### src/rtl/pwr_state_ctrl.sv
module pwr_state_ctrl #(
  parameter int LOCK_W = 8
) (
  input  logic              clk,
  input  logic              rst_n,
  input  logic              halt_pulse,
  input  logic              stopclk_n,
  input  logic              sleep_n,
  input  logic              deep_n,
  input  logic              deeper_n,
  input  logic              snoop_req,
  input  logic              irq,
  input  logic [LOCK_W-1:0] lock_cycles,
  output logic              core_clk_en,
  output logic              pll_en,
  output logic              snoop_ok,
  output logic              snoop_svc,
  output logic              lowv_req,
  output logic              proto_err,
  output logic [2:0]        state_code
);
  localparam logic [2:0] S_RUN  = 3'd0;
  localparam logic [2:0] S_HALT = 3'd1;
  localparam logic [2:0] S_SGNT = 3'd2;
  localparam logic [2:0] S_SLP  = 3'd3;
  localparam logic [2:0] S_DSLP = 3'd4;
  localparam logic [2:0] S_DPR  = 3'd5;
  localparam logic [2:0] S_LOCK = 3'd6;

  logic [2:0]        st, nx;
  logic              from_halt, from_halt_nx;
  logic [LOCK_W-1:0] cnt;
  logic              bad_sleep;

  assign bad_sleep = !sleep_n && (st == S_RUN || st == S_HALT);

  always_comb begin
    nx = st;
    from_halt_nx = from_halt;
    case (st)
      S_RUN: begin
        if (bad_sleep) nx = st;
        else if (!stopclk_n) begin nx = S_SGNT; from_halt_nx = 1'b0; end
        else if (halt_pulse) nx = S_HALT;
      end
      S_HALT: begin
        if (bad_sleep) nx = st;
        else if (!stopclk_n) begin nx = S_SGNT; from_halt_nx = 1'b1; end
        else if (irq) nx = S_RUN;
      end
      S_SGNT: begin
        if (!sleep_n) nx = S_SLP;
        else if (stopclk_n) nx = from_halt ? S_HALT : S_RUN;
      end
      S_SLP: begin
        if (!deep_n) nx = S_DSLP;
        else if (sleep_n) nx = S_SGNT;
      end
      S_DSLP: begin
        if (!deeper_n) nx = S_DPR;
        else if (deep_n) nx = S_LOCK;
      end
      S_DPR:  if (deeper_n) nx = S_DSLP;
      S_LOCK: if (cnt == '0) nx = S_SLP;
      default: nx = S_RUN;
    endcase
  end

  always_ff @(posedge clk or negedge rst_n) begin
    if (!rst_n) begin
      st        <= S_RUN;
      from_halt <= 1'b0;
      cnt       <= '0;
      snoop_svc <= 1'b0;
      proto_err <= 1'b0;
    end else begin
      st        <= nx;
      from_halt <= from_halt_nx;
      if (st == S_DSLP && nx == S_LOCK) cnt <= lock_cycles;
      else if (st == S_LOCK && cnt != '0) cnt <= cnt - 1'b1;
      snoop_svc <= snoop_ok && snoop_req;
      proto_err <= proto_err | bad_sleep;
    end
  end

  assign state_code  = st;
  assign core_clk_en = (st == S_RUN);
  assign pll_en      = !(st == S_DSLP || st == S_DPR);
  assign snoop_ok    = (st == S_HALT || st == S_SGNT);
  assign lowv_req    = (st == S_DPR);

  a_r6_sleep_only_via_sgnt: assert property (@(posedge clk) disable iff (!rst_n)
    (st == S_RUN || st == S_HALT) |=> st != S_SLP);
  a_r2_lowv_implies_pll_off: assert property (@(posedge clk) disable iff (!rst_n)
    lowv_req |-> !pll_en);
  a_r2_core_clk_needs_pll: assert property (@(posedge clk) disable iff (!rst_n)
    core_clk_en |-> pll_en);
  a_r9_err_sticky: assert property (@(posedge clk) disable iff (!rst_n)
    proto_err |=> proto_err);
  a_r9_bad_sleep_holds: assert property (@(posedge clk) disable iff (!rst_n)
    bad_sleep |=> ($stable(state_code) && proto_err));
  a_r5_snoop_pulse: assert property (@(posedge clk) disable iff (!rst_n)
    (snoop_ok && snoop_req) |=> snoop_svc);
  a_r8_relock_entry: assert property (@(posedge clk) disable iff (!rst_n)
    (st == S_DSLP && deep_n && deeper_n) |=> (st == S_LOCK && pll_en));
  a_r7_deeper_exit: assert property (@(posedge clk) disable iff (!rst_n)
    (st == S_DPR && deeper_n) |=> st == S_DSLP);
endmodule

### config.mk
export PLATFORM = sky130hd
export DESIGN_NAME = pwr_state_ctrl
export DESIGN_NICKNAME = d
export VERILOG_FILES = /design/src/rtl/pwr_state_ctrl.sv
export SDC_FILE = /design/constraint.sdc
export NUM_CORES = 1
export LEC_CHECK = 0
export BUFFER_PORTS_ARGS = -buffer_cell sky130_fd_sc_hd__buf_2
export CORE_MARGIN = 5
export CORE_UTILIZATION = 35
export CTS_CLUSTER_SIZE = 14
export DETAILED_ROUTE_END_ITERATION = 16
export PLACE_DENSITY_LB_ADDON = 0.12
export SYNTH_ARGS = -nofsm -noshare
export SYNTH_HDL_FRONTEND = slang
export SYNTH_SLANG_ARGS = --single-unit
### constraint.sdc
create_clock -name clk -period 3.8 [get_ports clk]
set_input_delay 0.76 -clock clk [delete_from_list [all_inputs] [get_ports clk]]
set_output_delay 0.76 -clock clk [all_outputs]
set_load 0.01 [all_outputs]
==> flow_metrics.env, run 1 <==
export IMPL_outcome="finished, final reports clean"
export IMPL_syn_area_sq_um=865
export IMPL_worstSetupPathType="reg -> out"
export IMPL_synthTopCellsByArea="dfrtp_1, nand2_1, nand3_1"
export IMPL_utilization_pct=42.7
export IMPL_grt_max_degree=16
export IMPL_ctsResizeCount=0
export IMPL_grt_use_total_pct=12.8
export IMPL_r2r_cells=3
export IMPL_cp_required_ns=3.04
export IMPL_totalWireLength_microns=2050
export IMPL_antenna_found_initial=0
export IMPL_layout_min_cycle_time_ns=2.08
export IMPL_start_util_pct=35.9
export IMPL_wl_met1_microns=1010
export IMPL_insertion_delay_ns=0.27
export IMPL_synth_edf_count=0
export IMPL_critPathMaxFanout=13
export IMPL_ir_drop_uv=374
export IMPL_vias_per_cell=5.30
export IMPL_antenna_cells=0
export IMPL_ctsHtreeMaxLevel=1
export IMPL_p_seq_share_pct=44.1
export IMPL_synth_cell_type_count=38
export IMPL_setup_violations=0
export IMPL_hold_class="in -> async"
export IMPL_rr_endpoint="cnt[4]"
export IMPL_reg2reg_slack_ns=1.76
export IMPL_dp_hpwl_microns=1570
export IMPL_final_common_cell="buf_2"
export IMPL_internal_power_w=0.000409
export IMPL_wl_met3_microns=74
export IMPL_cts_sinks=14
export IMPL_gp_congestion=0.813
export IMPL_powerDensity_nw_per_um2=699
export IMPL_nets=144
export IMPL_cts_hold_buf=0
export IMPL_relSlewSlack_pct=28.5
export IMPL_synthesis_nets=119
export IMPL_area_growth_pct=19.1
export IMPL_cts_clk_slew_worst_paths_ns=0.09
export IMPL_rsz0062_at_grt="false"
export IMPL_wl_met2_microns=952
export IMPL_synth_seq_cells=14
export IMPL_dp_cells=151
export IMPL_clock_skew_ns=0.00348
export IMPL_swShare_pct=43.1
export IMPL_dieArea_sq_um=3560
export IMPL_share_comb_of_total_power_pct=44.2
export IMPL_ys_seq_area_share_pct=40.5
export IMPL_vias=816
export IMPL_wl_per_cell_microns=13.3
export IMPL_gr_total_overflow=0
export IMPL_max_slew_worst_pin_slew_ns=1.06
export IMPL_max_cap_violations=0
export IMPL_synthArstFlopShare_pct=100
export IMPL_first_pass_iters=4
export IMPL_cts_buffers=3
export IMPL_drt_iter0_markers=19
export IMPL_finalPower_w=0.000720
export IMPL_worstPathArrival_ns=1.32
export IMPL_endpoint_kind="output pin"
export IMPL_synth_largest_area_cell="dfrtp_1"
export IMPL_drive_above_1_share_pct=25.8
export IMPL_die_y_microns=59.7
export IMPL_hold_viol=0
export IMPL_num_rows=18
export IMPL_drc=0
export IMPL_p_sw_w=0.000310
export IMPL_coreArea_sq_um=2410
export IMPL_power_leakage_nw=0.446
export IMPL_fillers=251
export IMPL_clock_path_buffers=2
export IMPL_fmax_mhz=481
export IMPL_period_share_pct=54.7
export IMPL_highest_layer="met4"
export IMPL_r2r_start="state_code[1]"
export IMPL_tns_ns=0
export IMPL_grt_pass1_vias=823
export IMPL_die_w_microns=59.7
export IMPL_p_clk_share_pct=11.7
export IMPL_antenna_left=0
export IMPL_yosysTopAreaCellShare_pct=40.5
export IMPL_worst_setup_path_start_kind="register"
export IMPL_ys_flop_type="dfrtp_1"
export IMPL_port_buffers=25
export IMPL_drv_slew=0
export IMPL_cts_root_buf="clkbuf_4"
export IMPL_postSynthAreaPerCell_sq_um=8.56
export IMPL_io_pins=26
export IMPL_cts_tree="done"
export IMPL_instances_no_fill=154
export IMPL_final_cell_mix="buf_2, dfrtp_1, nand2_1"
export IMPL_postCtsSetupBuffers=0
export IMPL_grt_pass1_wl_microns=3460
export IMPL_synth_cells=101
export IMPL_synth_warning_count=0
export IMPL_whs_ns=0.369
-- registers in the layout, summed over array words and instances (netlist names) --
name,cells
proto_err,1
cnt,8
state_code,3
snoop_svc,1
from_halt,1
-- worst max path at each step --
stage	endpoint	startpoint	slack, ns
global placement	cnt[4]	deep_n	1.71
global route	lowv_req	state_code[1]	1.58
finish	lowv_req	state_code[1]	1.72
floorplan	cnt[4]	deep_n	2.01
CTS	lowv_req	state_code[1]	1.71
detailed placement	cnt[4]	deep_n	1.69
-- cells in the mapped netlist (all sizes together) (3+ instances only) --
| cell type | n |
|---|---|
| o211ai | 4 |
| a21oi | 3 |
| o21ai | 4 |
| inv | 6 |
| nand3 | 7 |
| xnor2 | 3 |
| nor3 | 4 |
| or3 | 4 |
| nand2b | 5 |
| nand2 | 11 |
| nor2 | 7 |
| dfrtp | 14 |
| clkbuf | 3 |
-- per-layer routing --
metal / GRT usage (%) / up-vias
li1: - / 417
met1: 17.9 / 379
met2: 19.1 / 18
met3: 2.81 / 2
met4: 4.75 / 0
met5: 0 / -
-- through the flow --
stage | instance area [sq um] | setup slack (ns)
after floorplan | 865 | 2.01
after global placement | 1010 | 1.71
after detailed placement | 1010 | 1.69
after CTS | 1030 | 1.71
after global routing | 1030 | 1.58
final | 1030 | 1.72
-- power by group through the flow --
stage / logic, W / registers [W] / clock network, W
5_1_grt: 0.000365 / 0.000336 / 0.0000940
3_5_place_dp: 0.000322 / 0.000321 / 0
4_1_cts: 0.000323 / 0.000318 / 0.0000876
2_1_floorplan: 0.000258 / 0.000280 / 0
6_report: 0.000318 / 0.000318 / 0.0000842
3_3_place_gp: 0.000316 / 0.000318 / 0
-- layout make-up --
type	instances	area [sq um]	area share, %
multi-input cells	76	472	45.8
repair buffers	25	125	12.2
well taps	30	37.5	3.65
flip-flops and latches	14	350	34.0
inverters	6	22.5	2.19
clock buffers	3	22.5	2.19
-- critical path: stages (launching register included) --
cell,delay (ns)
dfrtp_1,0.52
nand2b_1,0.28
nor2_1,0.11
buf_2,0.13
-- kinds of logic (layout without fill, tap and decap cells) --
family | count (synthesis) | count (layout) | share of synthesized area [%]
buf+inv | 11 | 34 | 4.92
compound gates | 24 | 24 | 19.5
mux | 1 | 1 | 1.30
fa+ha+maj | 1 | 1 | 1.45
simple gates | 47 | 47 | 29.2
flops | 14 | 14 | 40.5
xor+xnor | 3 | 3 | 3.04
(Power assumes the default switching activity.)
==> run 2, diff against run 1 <==
==> constraint.sdc (replaced) <==
create_clock -name clk -period 1.9 [get_ports clk]
set_input_delay 0.38 -clock clk [delete_from_list [all_inputs] [get_ports clk]]
set_output_delay 0.38 -clock clk [all_outputs]
set_load 0.01 [all_outputs]
==> run 2 against run 1 <==
  * Wire length is 1.1% higher
  * Sequential power is 78% higher
  * Total power is 120% higher
  * Via count is 3.3% higher
  * Worst setup slack worse by 1.5 ns
  * Combinational power is 140% higher
  * Utilization is 3.1 points higher
==> flow_metrics.env, run 2 (same netlist as run 1, synthesis figures left out) <==
export IMPL_final_common_cell="buf_2"
export IMPL_first_pass_iters=4
export IMPL_coreArea_sq_um=2410
export IMPL_grt_pass1_vias=784
export IMPL_drive_above_1_share_pct=30.3
export IMPL_max_slew_worst_pin_slew_ns=0.400
export IMPL_min_to="cnt[3]"
export IMPL_crit_chain="nand2b_1 > or3_1 > o2bb2ai_1 > a221o_1"
export IMPL_period_share_pct=90.0
export IMPL_postCtsSetupBuffers=0
export IMPL_port_buffers=25
export IMPL_cp_num_buf_inv=0
export IMPL_gp_congestion=0.808
export IMPL_cp_required_ns=2.08
export IMPL_ir_drop_uv=803
export IMPL_critPathSlowestCell="or3_1"
export IMPL_cts_clk_slew_worst_paths_ns=0.10
export IMPL_worst_setup_path_start_kind="register"
export IMPL_regMostFlops="cnt"
export IMPL_start_util_pct=35.9
export IMPL_max_cap_violations=0
export IMPL_r2r_cells=4
export IMPL_largest_reg_flops=8
export IMPL_drc=0
export IMPL_antenna_cells=0
export IMPL_vias_per_cell=5.20
export IMPL_critPathTopFamily="simple AND/OR/NAND/NOR gates"
export IMPL_hold_depth=3
export IMPL_finalPower_w=0.00156
export IMPL_antenna_left=0
export IMPL_die_y_microns=59.7
export IMPL_num_rows=18
export IMPL_totalWireLength_microns=2070
export IMPL_fmax_mhz=585
export IMPL_io_pins=26
export IMPL_dp_hpwl_microns=1600
export IMPL_cts_buffers=3
export IMPL_power_leakage_nw=0.487
export IMPL_slowest_delay_ns=0.51
export IMPL_hold_viol=0
export IMPL_rsz0062_at_grt="false"
export IMPL_worstPathArrival_ns=1.89
export IMPL_nets=151
export IMPL_gr_total_overflow=0
export IMPL_clock_skew_ns=0.00548
export IMPL_powerDensity_nw_per_um2=1410
export IMPL_hp_start="lock_cycles[3]"
export IMPL_hold_class="in -> reg"
export IMPL_insertion_delay_ns=0.28
export IMPL_setup_violations=0
export IMPL_layout_min_cycle_time_ns=1.71
export IMPL_wl_per_cell_microns=12.8
export IMPL_drv_slew=0
export IMPL_tns_ns=0
export IMPL_antenna_found_initial=0
export IMPL_cts_root_buf="clkbuf_4"
export IMPL_drt_iter0_markers=16
export IMPL_grt_use_total_pct=13.0
export IMPL_outcome="finished, final reports clean"
export IMPL_clock_path_buffers=2
export IMPL_reg2reg_slack_ns=0.19
export IMPL_endpoint_kind="register"
export IMPL_dieArea_sq_um=3560
export IMPL_ctsHtreeMaxLevel=1
export IMPL_grt_pass1_wl_microns=3460
export IMPL_grt_max_degree=15
export IMPL_cts_tree="done"
export IMPL_relSlewSlack_pct=73.3
export IMPL_critPathMaxFanout=7
export IMPL_die_w_microns=59.7
export IMPL_rr_endpoint="cnt[4]"
export IMPL_final_cell_mix="buf_2, dfrtp_1, nand2_1"
export IMPL_vias=843
export IMPL_r2r_start="state_code[2]"
export IMPL_area_growth_pct=27.6
export IMPL_cts_sinks=14
export IMPL_worstSetupPathType="reg -> reg"
-- run 2: cell type report --
class                           instances  area (sq um)
Sequential cell                        14           350
Tap cell                               30          37.5
Multi-Input combinational cell         76           477
Timing Repair Buffer                   32           180
Inverter                                6          22.5
Clock buffer                            4          36.3
Fill cell                             255          1310
-- run 2: power breakdown --
| part | switching (W) | internal, W | total (W) | leakage, nW |
|---|---|---|---|---|
| Combinational | 0.000405 | 0.000365 | 0.000770 | 0.300 |
| Sequential | 0.000132 | 0.000434 | 0.000566 | 0.167 |
| Clock | 0.000106 | 0.000117 | 0.000223 | 0.0210 |
-- run 2: worst max-delay path by stage --
stage,endpoint,cells after the start,slack (ns),from
6_report,cnt[4],4,0.19,state_code[2]
5_1_grt,cnt[4],4,0.05,state_code[2]
4_1_cts,cnt[4],7,0.16,cnt[0]
3_5_place_dp,cnt[4],7,0.19,cnt[0]
3_3_place_gp,cnt[4],4,0.17,state_code[2]
2_1_floorplan,cnt[4],5,0.19,state_code[1]
-- run 2: per-stage QoR --
stage                     std cells  area [sq um]  setup WS, ns  utilization, %  hold slack [ns]
after floorplan                 101           865         0.191               -           0.0844
after global placement          157          1050         0.173            43.7            0.305
after detailed placement        157          1050         0.194            43.7            0.304
after CTS                       162          1100         0.155            45.6            0.286
after global routing            162          1100        0.0538            45.8            0.293
final                           162          1100         0.191            45.8            0.290
-- run 2: timing repair --
item	CTS	global route
hold buffers	1	0
gates resized for setup	0	1
endpoints found under the setup margin	0	1
hold endpoints to repair	14	0
-- run 2: per-layer routing --
metal,routed length [microns],global-route usage [%],up-vias
met3,83,2.81,2
li1,-,-,431
met2,1000,20.4,14
met5,0,0,-
met1,970,17.1,396
met4,14,5.70,0
-- run 2: worst reg2reg max path, stage by stage, from the launching register on --
cell	delay (ns)
dfrtp_1	0.47
nand2b_1	0.17
or3_1	0.51
o2bb2ai_1	0.17
a221o_1	0.28
==> run 3, diff against run 2 <==
--- a/config.mk
+++ b/config.mk
@@ -5,9 +5,10 @@
 export SDC_FILE = /design/constraint.sdc
 export NUM_CORES = 1
 export LEC_CHECK = 0
+export ABC_AREA = 1
 export BUFFER_PORTS_ARGS = -buffer_cell sky130_fd_sc_hd__buf_2
-export CORE_MARGIN = 5
 export CORE_UTILIZATION = 35
+export CTS_BUF_LIST = sky130_fd_sc_hd__clkbuf_8
 export CTS_CLUSTER_SIZE = 14
 export DETAILED_ROUTE_END_ITERATION = 16
 export PLACE_DENSITY_LB_ADDON = 0.12
==> run 3 against run 2 <==
  * Combinational power grew 17%
  * Largest cell class unchanged
  * Clock power is 33% higher
  * Sequential power grew 3.7%
  * Die area fell by 12%
  * Design area grew 12%
==> flow_metrics.env, run 3 <==
export IMPL_grt_pass1_wl_microns=4040
export IMPL_num_rows=19
export IMPL_gr_total_overflow=0
export IMPL_clock_path_buffers=2
export IMPL_final_common_cell="nand2_1"
export IMPL_coreArea_sq_um=2760
export IMPL_cp_required_ns=1.52
export IMPL_r2r_cells=8
export IMPL_port_buffers=25
export IMPL_finalPower_w=0.00178
export IMPL_hold_viol=0
export IMPL_synthTopCellsByArea="dfrtp_1, nand2_1, nand3_1"
export IMPL_grt_use_total_pct=16.5
export IMPL_ys_seq_area_share_pct=34.3
export IMPL_powerDensity_nw_per_um2=1450
export IMPL_fin_ws_ns=0.0740
export IMPL_drive_above_1_share_pct=25.4
export IMPL_synthArstFlopShare_pct=100
export IMPL_whs_ns=0.0295
export IMPL_endpoint_kind="output pin"
export IMPL_dp_hpwl_microns=1750
export IMPL_tns_ns=0
export IMPL_totalWireLength_microns=2290
export IMPL_power_leakage_nw=0.691
export IMPL_die_w_microns=56.0
export IMPL_synth_cell_type_count=26
export IMPL_cts_hold_buf=0
export IMPL_max_cap_violations=0
export IMPL_grt_max_degree=15
export IMPL_multi_input_area_sq_um=576
export IMPL_instances_no_fill=212
export IMPL_rr_endpoint="cnt[3]"
export IMPL_postSynthAreaPerCell_sq_um=6.67
export IMPL_rsz0062_at_grt="false"
export IMPL_critPathMaxFanout=7
export IMPL_regArea_sq_um=350
export IMPL_insertion_delay_ns=0.25
export IMPL_antenna_cells=0
export IMPL_dieArea_sq_um=3140
export IMPL_first_pass_iters=4
export IMPL_synth_edf_count=0
export IMPL_cts_buffers=3
export IMPL_worstSetupPathType="reg -> out"
export IMPL_worstPathArrival_ns=1.45
export IMPL_postCtsSetupBuffers=0
export IMPL_dp_slack_ns=0.304
export IMPL_antenna_found_initial=0
export IMPL_cts_root_buf="clkbuf_8"
export IMPL_clock_skew_ns=0.00465
export IMPL_synth_commonest_cells="nand2_1, nor2_1, nand3_1"
export IMPL_cts_tree="done"
export IMPL_worst_setup_path_start_kind="register"
export IMPL_synth_most_common_cell="nand2_1"
export IMPL_die_y_microns=56.0
export IMPL_hold_class="in -> async"
export IMPL_outcome="finished, final reports clean"
export IMPL_yosysTopAreaCellShare_pct=34.3
export IMPL_nets=200
export IMPL_drv_slew=0
export IMPL_wl_per_cell_microns=10.8
export IMPL_syn_area_sq_um=1020
export IMPL_synth_cells=153
export IMPL_relSlewSlack_pct=71.6
export IMPL_synth_seq_cells=14
export IMPL_layout_min_cycle_time_ns=1.83
export IMPL_cts_sinks=14
export IMPL_final_cell_mix="nand2_1, buf_2, nor2_1"
export IMPL_synthesis_nets=171
export IMPL_regMostFlops="cnt"
export IMPL_ctsHtreeMaxLevel=1
export IMPL_drc=0
export IMPL_synth_largest_area_cell="dfrtp_1"
export IMPL_start_util_pct=37.0
export IMPL_dp_cells=208
export IMPL_max_slew_worst_pin_slew_ns=0.425
export IMPL_period_share_pct=96.1
export IMPL_cts_clk_slew_worst_paths_ns=0.06
export IMPL_drt_iter0_markers=10
export IMPL_r2r_start="state_code[1]"
export IMPL_setup_violations=0
export IMPL_ys_flop_type="dfrtp_1"
export IMPL_gp_congestion=0.794
export IMPL_vias=1015
export IMPL_reg2reg_slack_ns=0.28
export IMPL_largest_reg_flops=8
export IMPL_fillers=297
export IMPL_ir_drop_uv=689
export IMPL_synth_warning_count=0
export IMPL_io_pins=26
export IMPL_grt_pass1_vias=925
export IMPL_vias_per_cell=4.79
export IMPL_ctsResizeCount=0
export IMPL_area_growth_pct=20.6
export IMPL_antenna_left=0
export IMPL_fmax_mhz=548
-- run 3: cell count changes after synthesis, moves of 4 or more --
cell | before | now
nand3_1 | 7 | 17
inv_1 | 6 | 15
nand2b_1 | 5 | 0
nand2_1 | 11 | 49
nor2_1 | 7 | 22
inv_2 | 0 | 6
nor2_4 | 0 | 4
-- run 3: worst max-delay path by stage --
stage / slack (ns) / start / to
after CTS: 0.03 / state_code[1] / snoop_ok
after detailed placement: 0.30 / state_code[1] / cnt[3]
after global routing: 0.002 / state_code[1] / snoop_ok
after global placement: 0.30 / state_code[1] / cnt[1]
final: 0.07 / state_code[0] / snoop_ok
after floorplan: 0.42 / state_code[1] / snoop_ok
-- run 3: cell families (layout without fill, tap and decap cells) --
kind of cell               count (synthesis)  after routing  synth area share [%]
DFF                                       14             14                  34.3
xor gates and xnor gates                   1              1                 0.858
and+or+nand+nor                          102            102                  46.9
adders and majority gates                  1              1                  1.23
buffers and inverters                     23             51                  9.56
AOI/OAI and AO/OA                         12             12                  7.11
-- run 3: stage by stage --
stage / instance area, sq um / utilization [%]
6_report: 1230 / 44.6
5_1_grt: 1230 / 44.6
4_1_cts: 1230 / 44.6
3_5_place_dp: 1170 / 42.6
3_3_place_gp: 1170 / 42.6
2_1_floorplan: 1020 / -
-- run 3: metal layers --
| metal | track usage, % | part of all wire [%] |
|---|---|---|
| met5 | 0 | 0 |
| met4 | 6.27 | 1.4 |
| met3 | 3.02 | 3.8 |
| met2 | 28.6 | 49 |
| met1 | 20.2 | 46 |
-- run 3: where the power goes --
group	switching, W	internal, W
logic	0.000541	0.000359
registers	0.000166	0.000421
clock network	0.000113	0.000184
total	0.000820	0.000964
-- run 3: layout make-up --
| class | count | share of cell area [%] |
|---|---|---|
| clock buffers | 4 | 4.47 |
| inverters | 21 | 6.40 |
| multi-input cells | 116 | 46.7 |
| flip-flops and latches | 14 | 28.5 |
| well taps | 31 | 3.15 |
| repair buffers | 26 | 10.8 |
-- run 3: worst max-delay path, stage by stage (launching register included) --
cell and delay (ns):
dfrtp_1 0.48, inv_2 0.09, nand2_2 0.11, nor2_1 0.08
or2_2 0.30, buf_2 0.14
